`config.mk`:
```
export PLATFORM = sky130hd
export DESIGN_NAME = txdma_chan_ctl
export DESIGN_NICKNAME = d
export VERILOG_FILES = /design/src/rtl/txc_pkg.sv /design/src/rtl/txc_cmd_decode.sv /design/src/rtl/txc_fsm.sv /design/src/rtl/txc_strobe.sv /design/src/rtl/txdma_chan_ctl.sv
export SDC_FILE = /design/constraint.sdc
export NUM_CORES = 1
export LEC_CHECK = 0
export BUFFER_PORTS_ARGS = -buffer_cell sky130_fd_sc_hd__buf_4
export CORE_AREA = 2 2 39 41
export CTS_CLUSTER_DIAMETER = 50
export DETAILED_ROUTE_END_ITERATION = 6
export DIE_AREA = 0 0 41 43
export SYNTH_ARGS = -nofsm -noshare
export SYNTH_HDL_FRONTEND = slang
export SYNTH_SLANG_ARGS = --single-unit
export TNS_END_PERCENT = 1
```
`constraint.sdc`:
```
create_clock -name clk -period 1.9 [get_ports clk]
set_input_delay 0 -clock clk [delete_from_list [all_inputs] [get_ports clk]]
set_output_delay 0 -clock clk [all_outputs]
set_load 0.1 [all_outputs]
```
`src/rtl/txc_pkg.sv`:
```
package txc_pkg;

  typedef enum logic [4:0] {
    ST_IDLE      = 5'b00001,
    ST_ACTIVE    = 5'b00010,
    ST_DRAIN     = 5'b00100,
    ST_HALTED    = 5'b01000,
    ST_RESETTING = 5'b10000
  } txc_state_e;

  typedef struct packed {
    logic chan_reset;
    logic tx_disable;
  } txc_cmd_t;

  typedef struct packed {
    logic frame_start;
    logic status_done;
    logic underrun;
    logic reset_done;
  } txc_ev_t;

  // underrun that stops the channel (reset written alongside wins)
  function automatic logic txc_urun_stop(txc_state_e s, txc_cmd_t c,
                                         txc_ev_t e, logic urh);
    return !c.chan_reset && urh && e.underrun &&
           (s == ST_ACTIVE || s == ST_DRAIN);
  endfunction

  function automatic txc_state_e txc_next(txc_state_e s, txc_cmd_t c,
                                          txc_ev_t e, logic urh);
    if (c.chan_reset) return ST_RESETTING;
    case (s)
      ST_IDLE: begin
        if (c.tx_disable)       return ST_HALTED;
        else if (e.frame_start) return ST_ACTIVE;
        else                    return ST_IDLE;
      end
      ST_ACTIVE: begin
        if (urh && e.underrun)  return ST_HALTED;
        else if (e.status_done) return c.tx_disable ? ST_HALTED : ST_IDLE;
        else if (c.tx_disable)  return ST_DRAIN;
        else                    return ST_ACTIVE;
      end
      ST_DRAIN: begin
        if ((urh && e.underrun) || e.status_done) return ST_HALTED;
        else                                       return ST_DRAIN;
      end
      ST_HALTED:    return ST_HALTED;
      ST_RESETTING: return e.reset_done ? ST_IDLE : ST_RESETTING;
      default:      return ST_IDLE;
    endcase
  endfunction

endpackage

```
`src/rtl/txc_cmd_decode.sv`:
```
module txc_cmd_decode
  import txc_pkg::*;
(
  input  logic     cmd_wr,
  input  logic     cmd_chan_reset,
  input  logic     cmd_tx_disable,
  output txc_cmd_t cmd_o
);
  // both bits act once per write; reset masks disable
  always_comb begin
    cmd_o.chan_reset = cmd_wr && cmd_chan_reset;
    cmd_o.tx_disable = cmd_wr && cmd_tx_disable && !cmd_chan_reset;
  end
endmodule

```
`src/rtl/txc_fsm.sv`:
```
module txc_fsm
  import txc_pkg::*;
(
  input  logic       clk,
  input  logic       rst_n,
  input  txc_cmd_t   cmd,
  input  txc_ev_t    ev,
  input  logic       urun_halt_en,
  output txc_state_e state,
  output logic       urun_stop
);
  txc_state_e state_nx;

  always_comb begin
    state_nx  = txc_next(state, cmd, ev, urun_halt_en);
    urun_stop = txc_urun_stop(state, cmd, ev, urun_halt_en);
  end

  always_ff @(posedge clk or negedge rst_n) begin
    if (!rst_n) state <= ST_IDLE;
    else        state <= state_nx;
  end

  p_state_onehot_r6: assert property (@(posedge clk) disable iff (!rst_n)
    $onehot(state));

  p_reset_enter_r2: assert property (@(posedge clk) disable iff (!rst_n)
    cmd.chan_reset |=> state == ST_RESETTING);

  p_reset_leave_r2: assert property (@(posedge clk) disable iff (!rst_n)
    (state == ST_RESETTING && ev.reset_done && !cmd.chan_reset)
      |=> state == ST_IDLE);

  p_halt_sticky_r9: assert property (@(posedge clk) disable iff (!rst_n)
    (state == ST_HALTED && !cmd.chan_reset) |=> state == ST_HALTED);

  p_reset_wins_r3: assert property (@(posedge clk) disable iff (!rst_n)
    cmd.chan_reset |=> !$past(urun_stop));

  p_urun_halts_r7: assert property (@(posedge clk) disable iff (!rst_n)
    urun_stop |=> state == ST_HALTED);
endmodule

```
`src/rtl/txc_strobe.sv`:
```
module txc_strobe #(
  parameter int unsigned PULSE_LEN = 1
) (
  input  logic clk,
  input  logic rst_n,
  input  logic fire,
  input  logic clr,
  output logic pulse
);
  localparam int unsigned CW = $clog2(PULSE_LEN + 1);

  logic [CW-1:0] cnt;

  always_ff @(posedge clk or negedge rst_n) begin
    if (!rst_n)          cnt <= '0;
    else if (clr)        cnt <= '0;
    else if (fire)       cnt <= CW'(PULSE_LEN);
    else if (cnt != '0)  cnt <= cnt - CW'(1);
  end

  assign pulse = (cnt != '0);

  p_fire_pulses_r7: assert property (@(posedge clk) disable iff (!rst_n)
    (fire && !clr) |=> pulse);

  p_clr_stops_r3: assert property (@(posedge clk) disable iff (!rst_n)
    clr |=> !pulse);
endmodule

```
`src/rtl/txdma_chan_ctl.sv`:
```
module txdma_chan_ctl
  import txc_pkg::*;
#(
  parameter int unsigned PULSE_LEN = 1
) (
  input  logic clk,
  input  logic rst_n,
  input  logic cmd_wr,
  input  logic cmd_chan_reset,
  input  logic cmd_tx_disable,
  input  logic cfg_urun_halt,
  input  logic ev_frame_start,
  input  logic ev_status_done,
  input  logic ev_underrun,
  input  logic ev_reset_done,
  output logic tx_active,
  output logic halted,
  output logic reset_req,
  output logic in_frame,
  output logic q_flush,
  output logic enq_clr
);
  txc_cmd_t   cmd;
  txc_ev_t    ev;
  txc_state_e state;
  logic       urun_stop;
  logic       flush_pulse;

  assign ev = '{frame_start: ev_frame_start, status_done: ev_status_done,
                underrun: ev_underrun, reset_done: ev_reset_done};

  txc_cmd_decode u_cmd (
    .cmd_wr         (cmd_wr),
    .cmd_chan_reset (cmd_chan_reset),
    .cmd_tx_disable (cmd_tx_disable),
    .cmd_o          (cmd)
  );

  txc_fsm u_fsm (
    .clk          (clk),
    .rst_n        (rst_n),
    .cmd          (cmd),
    .ev           (ev),
    .urun_halt_en (cfg_urun_halt),
    .state        (state),
    .urun_stop    (urun_stop)
  );

  txc_strobe #(.PULSE_LEN(PULSE_LEN)) u_flush (
    .clk   (clk),
    .rst_n (rst_n),
    .fire  (urun_stop),
    .clr   (cmd.chan_reset),
    .pulse (flush_pulse)
  );

  always_comb begin
    halted    = (state == ST_HALTED);
    reset_req = (state == ST_RESETTING);
    in_frame  = (state == ST_ACTIVE) || (state == ST_DRAIN);
    tx_active = !(halted || reset_req);
    q_flush   = flush_pulse;
    enq_clr   = flush_pulse;
  end

  p_no_midframe_halt_r5: assert property (@(posedge clk) disable iff (!rst_n)
    (in_frame && !ev_status_done && !(ev_underrun && cfg_urun_halt) &&
     !(cmd_wr && cmd_chan_reset)) |=> (in_frame && tx_active));

  p_flush_while_halted_r7: assert property (@(posedge clk) disable iff (!rst_n)
    q_flush |-> halted);

  p_urun_ignored_r8: assert property (@(posedge clk) disable iff (!rst_n)
    (!cfg_urun_halt && in_frame && !ev_status_done && !cmd_wr) |=> in_frame);

  p_idle_ignores_r10: assert property (@(posedge clk) disable iff (!rst_n)
    (tx_active && !in_frame && !ev_frame_start && !cmd_wr)
      |=> (tx_active && !in_frame));
endmodule

```
==> impl_results.md, run 1 <==
- CTS tree: done
- Fill cells: 138
- First-pass GRT wire length: 1.73 mm
- Vias: 468
- Critical Path Start: u_fsm.state[4]
- Rel. slew slack: 0.714
- Clock Latency Late Sink: 250 ps
- I/O pins: 16
- TritonCTS buffer count: 3
- P&R area growth vs syn: 45.4%
- Die X: 41 microns
- Startpoint Class: register
- Core area: 0.00138 sq mm
- Worst path cell trace: or2_4 -> nor4b_4 -> buf_4
- Worst Setup Path Type: reg2out
- Clk sinks: 6
- Ant diodes: 0
- Setup violators final: 0
- Placed inst area: 567 sq um
- Fin util: 0.458
- Worst Hold Launch: ev_status_done
- VDD IR-drop max: 0.000585 V
- Crit path depth: 3
- Crit path max-delay cell type: dfrtp_1
- FF-to-FF End: u_fsm.state[1]
- Placement Rows: 14
- GRT overflow: 0
- DRC Markers: 0
- Post-synthesis area per instance: 8.89 sq um
- Vias in the first global route: 434
- Detail Route Antenna Nets: 0
- IO buf count: 15
- Max-slew violation count: 0
- LEAKAGE: 0.291 nW
- Drt wl/cell: 13.2 microns
- Worst Max-Slew Pin Slew: 425 ps
- Non-filler cells in the finished layout: 84
- Reg2reg start: u_fsm.state[2]
- Gate Count Post-Synth: 49
- Nets: 79
- Syn Std Cell Area: 435 sq um
- CP Max Fanout: 5
- Count of yosys warnings during synthesis: 0
- Syn nets: 59
- Fmax: 583 MHz
- Fin Setup TNS: 0 ps
- Max-cap violations: 0
- Minimum clock period after layout: 1720 ps
- Htree depth: 1
- Total chip power: 617 uW
- Pin count of the biggest net entering global routing: 11
- Final GP Congestion: 0.821
- Final period utilization: 0.903
- Crit. End Element: primary output
- R2R depth: 4
- Initial detailed-routing violation count: 9
- Final std cell area, no fill: 633 sq um
- Drt first pass iters: 4
- Critical path buffers and inverters: 1
- Critical Path End: halted
- Initial Util: 0.315
- Clock root buffer: clkbuf_4
- RSZ-0062 raised after global routing: no
- Share of post-route cells with drive strength above 1: 0.368
- Clock skew: 12.8 ps
- CTS Buffer Depth: 2
- Clk slew on worst S/H paths: 50 ps
- Pwr dens: 974 mW/mm^2
- Die Area: 0.00176 sq mm
- Final hold vios: 0
- Status: complete, no violations
- CTS resizes: 0
- Placed Instances: 76
- Vias per cell: 5.57
- Flops & latches, synth: 6
- Count of cell types in the netlist: 29
- DP Wirelength: 816 microns
- Critical Path RT: 1900 ps
- WP data arrival: 1720 ps
- Sequential fraction of the synthesis area: 0.348
- Min-delay worst type: in2reg
- Initial antenna violation count: 0
- GRT Total Usage: 0.150
- CP max stage delay: 410 ps
- Drt total wl: 1.11 mm
- Family with the most delay on the worst path: simple AND/OR/NAND/NOR gates
- R2r setup slk: 330 ps
- Die H: 43 microns
==> layout make-up <==
type                    instances  area (sq um)  share of cell area
repair buffers                 19           153               0.241
inverters                       3          11.3              0.0178
multi-input cells              36           272               0.429
well taps                      16          20.0              0.0316
flip-flops and latches          6           151               0.239
clock buffers                   4          26.3              0.0415
==> kinds of logic after synthesis <==
| logic type | after synthesis | synth area share |
|---|---|---|
| and+or+nand+nor | 23 | 0.328 |
| AOI/OAI and AO/OA | 11 | 0.178 |
| buffers and inverters | 7 | 0.106 |
| DFF | 6 | 0.348 |
| xor gates and xnor gates | 2 | 0.0402 |
==> synth_stat cells <==
library cell / count / area share
xnor2_1: 1 / 0.020
or2_4: 1 / 0.020
a32oi_1: 1 / 0.020
o41ai_1: 1 / 0.020
o21ai_1: 1 / 0.011
dfstp_2: 1 / 0.060
nor3_1: 1 / 0.011
o211ai_2: 1 / 0.029
buf_4: 1 / 0.017
or2_1: 1 / 0.014
buf_2: 1 / 0.011
nor4b_1: 1 / 0.020
buf_6: 2 / 0.052
and3b_1: 1 / 0.020
or3_4: 1 / 0.026
o21ai_0: 4 / 0.046
nand3b_1: 1 / 0.017
nand2_1: 5 / 0.043
o311a_1: 1 / 0.023
a21oi_1: 1 / 0.011
o211ai_1: 1 / 0.017
nor4_1: 3 / 0.043
nand2b_1: 1 / 0.014
nor2_1: 3 / 0.026
dfrtp_1: 5 / 0.29
nand3_1: 1 / 0.011
xor2_1: 1 / 0.020
inv_1: 3 / 0.026
and4_1: 3 / 0.060
==> layout by cell type, fill, tap and decap left out, types with 2 or more instances in the layout <==
master / synthesis / layout
and4_1: 3 / 3
buf_4: 1 / 15
clkbuf_4: 0 / 3
dfrtp_1: 5 / 5
dlygate4sd3_1: 0 / 4
inv_1: 3 / 3
nand2_1: 5 / 5
nor2_1: 3 / 2
nor4_1: 3 / 3
o21ai_0: 4 / 4
==> worst register-to-register path, cell delays in order, from the launching register on <==
cell and delay, ps:
dfrtp_1 490, or2_1 270, or3_4 390, o21ai_1 150
and4_1 210
==> per-stage QoR <==
| stage | setup slack, ps | hold slack [ps] |
|---|---|---|
| 6_report | 184 | 68.2 |
| 5_1_grt | 114 | 79.5 |
| 4_1_cts | 191 | 51.9 |
| 3_5_place_dp | 366 | -191 |
| 3_3_place_gp | 354 | -191 |
| 2_1_floorplan | -329 | -296 |
==> timing repair <==
| action | 4_1_cts | 5_1_grt |
|---|---|---|
| hold buffers | 4 | 0 |
| buffers inserted | 0 | 0 |
| endpoints found under the hold margin | 8 | 0 |
==> where the power goes <==
part | internal, mW | switching, mW
Clock | 0.0798 | 0.0505
Combinational | 0.107 | 0.201
Sequential | 0.153 | 0.0255
==> registers in the layout (all words and copies together), names as in the netlist <==
register       flops
u_flush.pulse      1
u_fsm.state        5
==> worst min path at each step <==
stage / end / slack, ps / cells after the start
2_1_floorplan: u_flush.pulse / -300 / 0
3_3_place_gp: u_flush.pulse / -190 / 1
3_5_place_dp: u_flush.pulse / -190 / 1
4_1_cts: u_flush.pulse / 50 / 3
5_1_grt: u_fsm.state[2] / 80 / 3
6_report: u_fsm.state[2] / 70 / 3
==> layer usage <==
layer	share of wire	wire length, microns	GRT usage
met1	0.40	446	0.183
met2	0.46	512	0.206
met3	0.061	68	0
met4	0.071	78	0.180
met5	0	0	0
No activity file was read; power rests on OpenSTA's default activity.
==> run 2: changes to the inputs <==
==> constraint.sdc (replaced) <==
create_clock -name clk -period 1.9 [get_ports clk]
set_input_delay 0.095 -clock clk [delete_from_list [all_inputs] [get_ports clk]]
set_output_delay 0.095 -clock clk [all_outputs]
set_load 0.1 [all_outputs]
==> run 2 against run 1 <==
  * Global-route usage down 2.4 points
  * Clock skew shrank 1.2 ps
  * Cell area down 4.7%
  * Worst setup slack got worse by 87 ps
  * Critical path depth unchanged
  * Clock power about the same
  * Sequential cell count did not move
  * Final cell count shrank 3.6%
  * Die area stayed put
  * First-iteration DRC count grew 78%
  * Sequential share of layout area up 1.2 points
  * Combinational power fell by 4%
==> impl_results.md, run 2 (same netlist as run 1, synthesis figures left out) <==
- Seq pwr share: 0.299
- Minimum clock period after layout: 1800 ps
- Clk slew on worst S/H paths: 50 ps
- Vias: 420
- Reg with most FFs: u_fsm.state
- Htree depth: 1
- P&R area growth vs syn: 38.5%
- I/O pins: 16
- Fill cells: 146
- Final GP Congestion: 0.837
- Clock root buffer: clkbuf_4
- FF-to-FF End: u_fsm.state[1]
- Initial antenna violation count: 0
- Max-slew violation count: 0
- Pint: 336 uW
- WP data arrival: 1710 ps
- LEAKAGE: 0.279 nW
- Max reg flops: 5
- Startpoint Class: register
- R2R depth: 4
- CTS Buffer Depth: 2
- Final hold vios: 0
- Initial Util: 0.315
- Post-CTS setup buffers: 0
- Sw Pwr: 274 uW
- Setup WS post-layout: 96.4 ps
- DRC Markers: 0
- DP Wirelength: 818 microns
- Min-delay worst type: in2reg
- Detail Route Antenna Nets: 0
- Placement Rows: 14
- RSZ-0062 raised after global routing: no
- GRT Total Usage: 0.126
- Reg2reg start: u_fsm.state[3]
- Hold_ws: 0.557 ps
- R2r setup slk: 370 ps
- CP Max Fanout: 5
- Critical Path RT: 1800 ps
- Clk sinks: 6
- Pwr dens: 1010 mW/mm^2
- GRT overflow: 0
- Hold Path Cell Cnt: 2
- Drt first pass iters: 4
- First-pass GRT wire length: 1.48 mm
- VDD IR-drop max: 0.000502 V
- Status: complete, no violations
- Clock Latency Late Sink: 250 ps
- Worst Max-Slew Pin Slew: 376 ps
- Worst Setup Path Type: reg2out
- Worst Hold Launch: cmd_chan_reset
- IO buf count: 15
- Drt total wl: 998 microns
- Total chip power: 610 uW
- Fmax: 554 MHz
- TritonCTS buffer count: 3
- Die H: 43 microns
- Ant diodes: 0
- Vias per cell: 5.19
- Placed Instances: 76
- Vias in the first global route: 328
- Setup violators final: 0
- Nets: 76
- Die Area: 0.00176 sq mm
- Initial detailed-routing violation count: 16
- Pin count of the biggest net entering global routing: 11
- Commonest non-fill, non-tap cells in the layout: buf_4, nand2_1, dfrtp_1, o21ai_0
- Critical Path Start: u_fsm.state[4]
- Clock network power share: 0.215
- CTS tree: done
- Worst Hold End: u_fsm.state[0]
- Clock skew: 11.6 ps
- Crit. End Element: primary output
- Switching part of the total power: 0.449
- Die X: 41 microns
- Max-cap violations: 0
- Core area: 0.00138 sq mm
- Final period utilization: 0.949
- Comb pwr share: 0.486
- Rel. slew slack: 0.749
- Commonest non-fill, non-tap cell in the layout: buf_4
- Share of post-route cells with drive strength above 1: 0.385
- Drt wl/cell: 12.3 microns
- Pre-CTS WS: 358 ps
- Non-filler cells in the finished layout: 81
## run 2: cell types whose count changed in the layout (fill, tap and decap cells not counted)
cell           before  now
dlygate4sd3_1       4    1
## run 2: layout make-up
class,instances,area (sq um),area share
Clock buffer,4,26.3,0.0436
Inverter,3,11.3,0.0187
Multi-Input combinational cell,36,272,0.450
Sequential cell,6,151,0.251
Tap cell,16,20.0,0.0332
Timing Repair Buffer,16,123,0.203
## run 2: worst max-delay path by stage
stage          cells past startpoint  slack, ps        end
6_report                           3        100     halted
2_1_floorplan                      3       -420  tx_active
4_1_cts                            3         90     halted
3_5_place_dp                       3        360     halted
5_1_grt                            4         50  reset_req
3_3_place_gp                       3        350     halted
## run 2: layer usage
metal,share of wire,vias to the layer above,GRT usage
li1,-,211,-
met1,0.45,190,0.183
met2,0.49,17,0.169
met3,0.038,2,0.0157
met4,0.016,0,0.0800
met5,0,-,0
## run 2: what timing repair did
item,CTS,global route
hold buffers,1,0
hold endpoints to repair,6,0
setup endpoints to repair,0,0
resized for setup,0,0
## run 2: worst max-delay path, cell delays in order (launching register included)
cell and delay, ps:
dfrtp_1 420, or2_4 290, nor4b_4 380, buf_4 360
## run 2: power groups by stage
stage	registers, mW	clock network, mW	logic (mW)
finish	0.183	0.131	0.296
global placement	0.185	0	0.293
CTS	0.183	0.131	0.296
global route	0.185	0.139	0.315
detailed placement	0.185	0	0.293
floorplan	0.169	0	0.248
## run 2: per-stage QoR
step            util  area (sq um)  setup TNS, ps
4_1_cts        0.436           603              0
3_3_place_gp   0.410           567              0
5_1_grt        0.436           603              0
2_1_floorplan      -           469           -823
3_5_place_dp   0.410           567              0
6_report       0.436           603              0
==> run 3: changes to the inputs <==
- ABC_CLOCK_PERIOD_IN_PS: not set -> 1900
- CELL_PAD_IN_SITES_DETAIL_PLACEMENT: not set -> 1
- CELL_PAD_IN_SITES_GLOBAL_PLACEMENT: not set -> 1
- CORE_AREA: 2 2 39 41 -> not set
- CORE_UTILIZATION: not set -> 32
- CTS_CLUSTER_DIAMETER: 50 -> 200
- DIE_AREA: 0 0 41 43 -> not set
- PLACE_DENSITY_LB_ADDON: not set -> 0.1
==> run 3 against run 2 <==
  * Sequential share of layout area is 0.56 points lower
  * Fmax decreased by 0.28%
  * First-iteration DRC count down 88%
  * Count of clock-buffer cells in the layout did not move
  * Sequential cell count unchanged
  * Global-route usage up 7.5 points
  * Cell area rose by 3.1%
  * Register-to-register slack lost 30 ps
  * Hold slack better by 4.0 ps
  * Die area decreased by 14%
  * Core utilization grew 8.8 points
  * Critical endpoint unchanged
  * Largest power group unchanged
==> impl_results.md, run 3 (same netlist as run 1, synthesis figures left out) <==
- Worst Hold Launch: cmd_wr
- WP data arrival: 1710 ps
- Vias: 434
- Die H: 38.9 microns
- Pin count of the biggest net entering global routing: 11
- Initial Util: 0.367
- Crit path max-delay cell type: dfrtp_1
- Setup violators final: 0
- P&R area growth vs syn: 42.8%
- Critical path buffers and inverters: 1
- Non-filler cells in the finished layout: 80
- Clock skew: 10.5 ps
- Hold Path Cell Cnt: 2
- Comb pwr share: 0.500
- DP Wirelength: 935 microns
- Min-delay worst type: in2reg
- Multi-input gate area in the final layout: 278 sq um
- Pwr dens: 1020 mW/mm^2
- Reg with most FFs: u_fsm.state
- CP max stage delay: 430 ps
- Worst Max-Slew Pin Slew: 397 ps
- Gr busiest metal: met2
- Nets: 77
- Final hold vios: 0
- R2r setup slk: 340 ps
- First-pass GRT wire length: 1.95 mm
- Clock network power share: 0.207
- Placed Instances: 74
- Clock Latency Late Sink: 250 ps
- Fill cells: 152
- Commonest non-fill, non-tap cells in the layout: buf_4, nand2_1, o21ai_0, dfrtp_1
- Detail Route Antenna Nets: 0
- Rel. slew slack: 0.733
- Max-slew violation count: 0
- Final period utilization: 0.952
- Vias in the first global route: 430
- Grt met3 use: 0.0347
- GRT overflow: 0
- Clk slew on worst S/H paths: 40 ps
- DRC Markers: 0
- Clock root buffer: clkbuf_4
- CP Max Fanout: 5
- Die X: 38.9 microns
- Reg2reg start: u_fsm.state[3]
- Critical Path RT: 1800 ps
- Minimum clock period after layout: 1810 ps
- R2R depth: 4
- RSZ-0062 raised after global routing: no
- Crit. End Element: primary output
- Met1 usage: 0.220
- VDD IR-drop max: 0.000389 V
- Drt wl/cell: 15.2 microns
- IO buf count: 15
- Drt total wl: 1.22 mm
- Ant diodes: 0
- Die Area: 0.00151 sq mm
- Worst Hold End: u_fsm.state[0]
- Setup WS post-layout: 91.3 ps
- Family with the most delay on the worst path: simple AND/OR/NAND/NOR gates
- Worst path cell trace: or2_4 -> nor4b_4 -> buf_4
- LEAKAGE: 0.283 nW
- Seq pwr share: 0.292
- CTS Buffer Depth: 2
- Share of post-route cells with drive strength above 1: 0.409
- Worst Setup Path Type: reg2out
- Switching part of the total power: 0.455
- FF-to-FF End: u_fsm.state[1]
- Core area: 0.00119 sq mm
- Vias per cell: 5.43
- Initial antenna violation count: 0
- Htree depth: 1
- Seq. cell area: 153 sq um
- Initial detailed-routing violation count: 2
- Max reg flops: 5
- Drt first pass iters: 3
- Sw Pwr: 290 uW
- Clk sinks: 6
- Pint: 347 uW
- Max-cap violations: 0
- Startpoint Class: register
- I/O pins: 16
- CTS tree: done
- Fmax: 553 MHz
- Commonest non-fill, non-tap cell in the layout: buf_4
- Placement Rows: 12
- TritonCTS buffer count: 3
- GRT met2 Usage: 0.363
- Pre-CTS WS: 358 ps
- GRT Total Usage: 0.201
- Status: complete, no violations
- Final GP Congestion: 0.757
## run 3: final cells by class
cell class	instances	share of cell area
Clock buffer	4	0.0423
Sequential cell	6	0.245
Multi-Input combinational cell	36	0.447
Inverter	3	0.0181
Tap cell	14	0.0282
Timing Repair Buffer	17	0.219
## run 3: stage by stage
| stage | utilization | instance area, sq um | hold slack (ps) | power [mW] | TNS [ps] |
|---|---|---|---|---|---|
| final | 0.524 | 622 | 4.59 | 0.637 | 0 |
| after global routing | 0.524 | 622 | 5.61 | 0.669 | 0 |
| after CTS | 0.515 | 611 | 1.66 | 0.626 | 0 |
| after detailed placement | 0.476 | 564 | -95.8 | 0.489 | 0 |
| after global placement | 0.476 | 564 | -97.2 | 0.487 | 0 |
| after floorplan | - | 469 | -201 | 0.417 | -823 |
## run 3: layer usage
layer  share of wire  vias up  routed length [microns]
li1                -      215                        -
met3           0.035        2                       42
met1            0.47      202                      572
met5               0        -                        0
met4           0.016        0                       20
met2            0.48       15                      580
## run 3: how the worst max path moves through the flow
| stage | startpoint | to | slack, ps | cells past startpoint |
|---|---|---|---|---|
| floorplan | u_fsm.state[4] | tx_active | -420 | 3 |
| global placement | u_fsm.state[1] | reset_req | 340 | 4 |
| detailed placement | u_fsm.state[1] | reset_req | 360 | 4 |
| CTS | u_fsm.state[1] | reset_req | 70 | 4 |
| global route | u_fsm.state[3] | tx_active | 30 | 5 |
| finish | u_fsm.state[4] | halted | 90 | 3 |
## run 3: repair_timing
item | 4_1_cts | 5_1_grt
setup endpoints to repair | 0 | 2
buffers inserted | 0 | 0
hold buffers | 2 | 0
endpoints found under the hold margin | 7 | 0
gates resized for setup | 0 | 3
## run 3: power by group through the flow
stage          registers [mW]  logic [mW]  clock network, mW
5_1_grt                 0.190       0.341              0.139
6_report                0.186       0.319              0.132
3_5_place_dp            0.185       0.304                  0
2_1_floorplan           0.169       0.248                  0
3_3_place_gp            0.184       0.303                  0
4_1_cts                 0.183       0.309              0.134
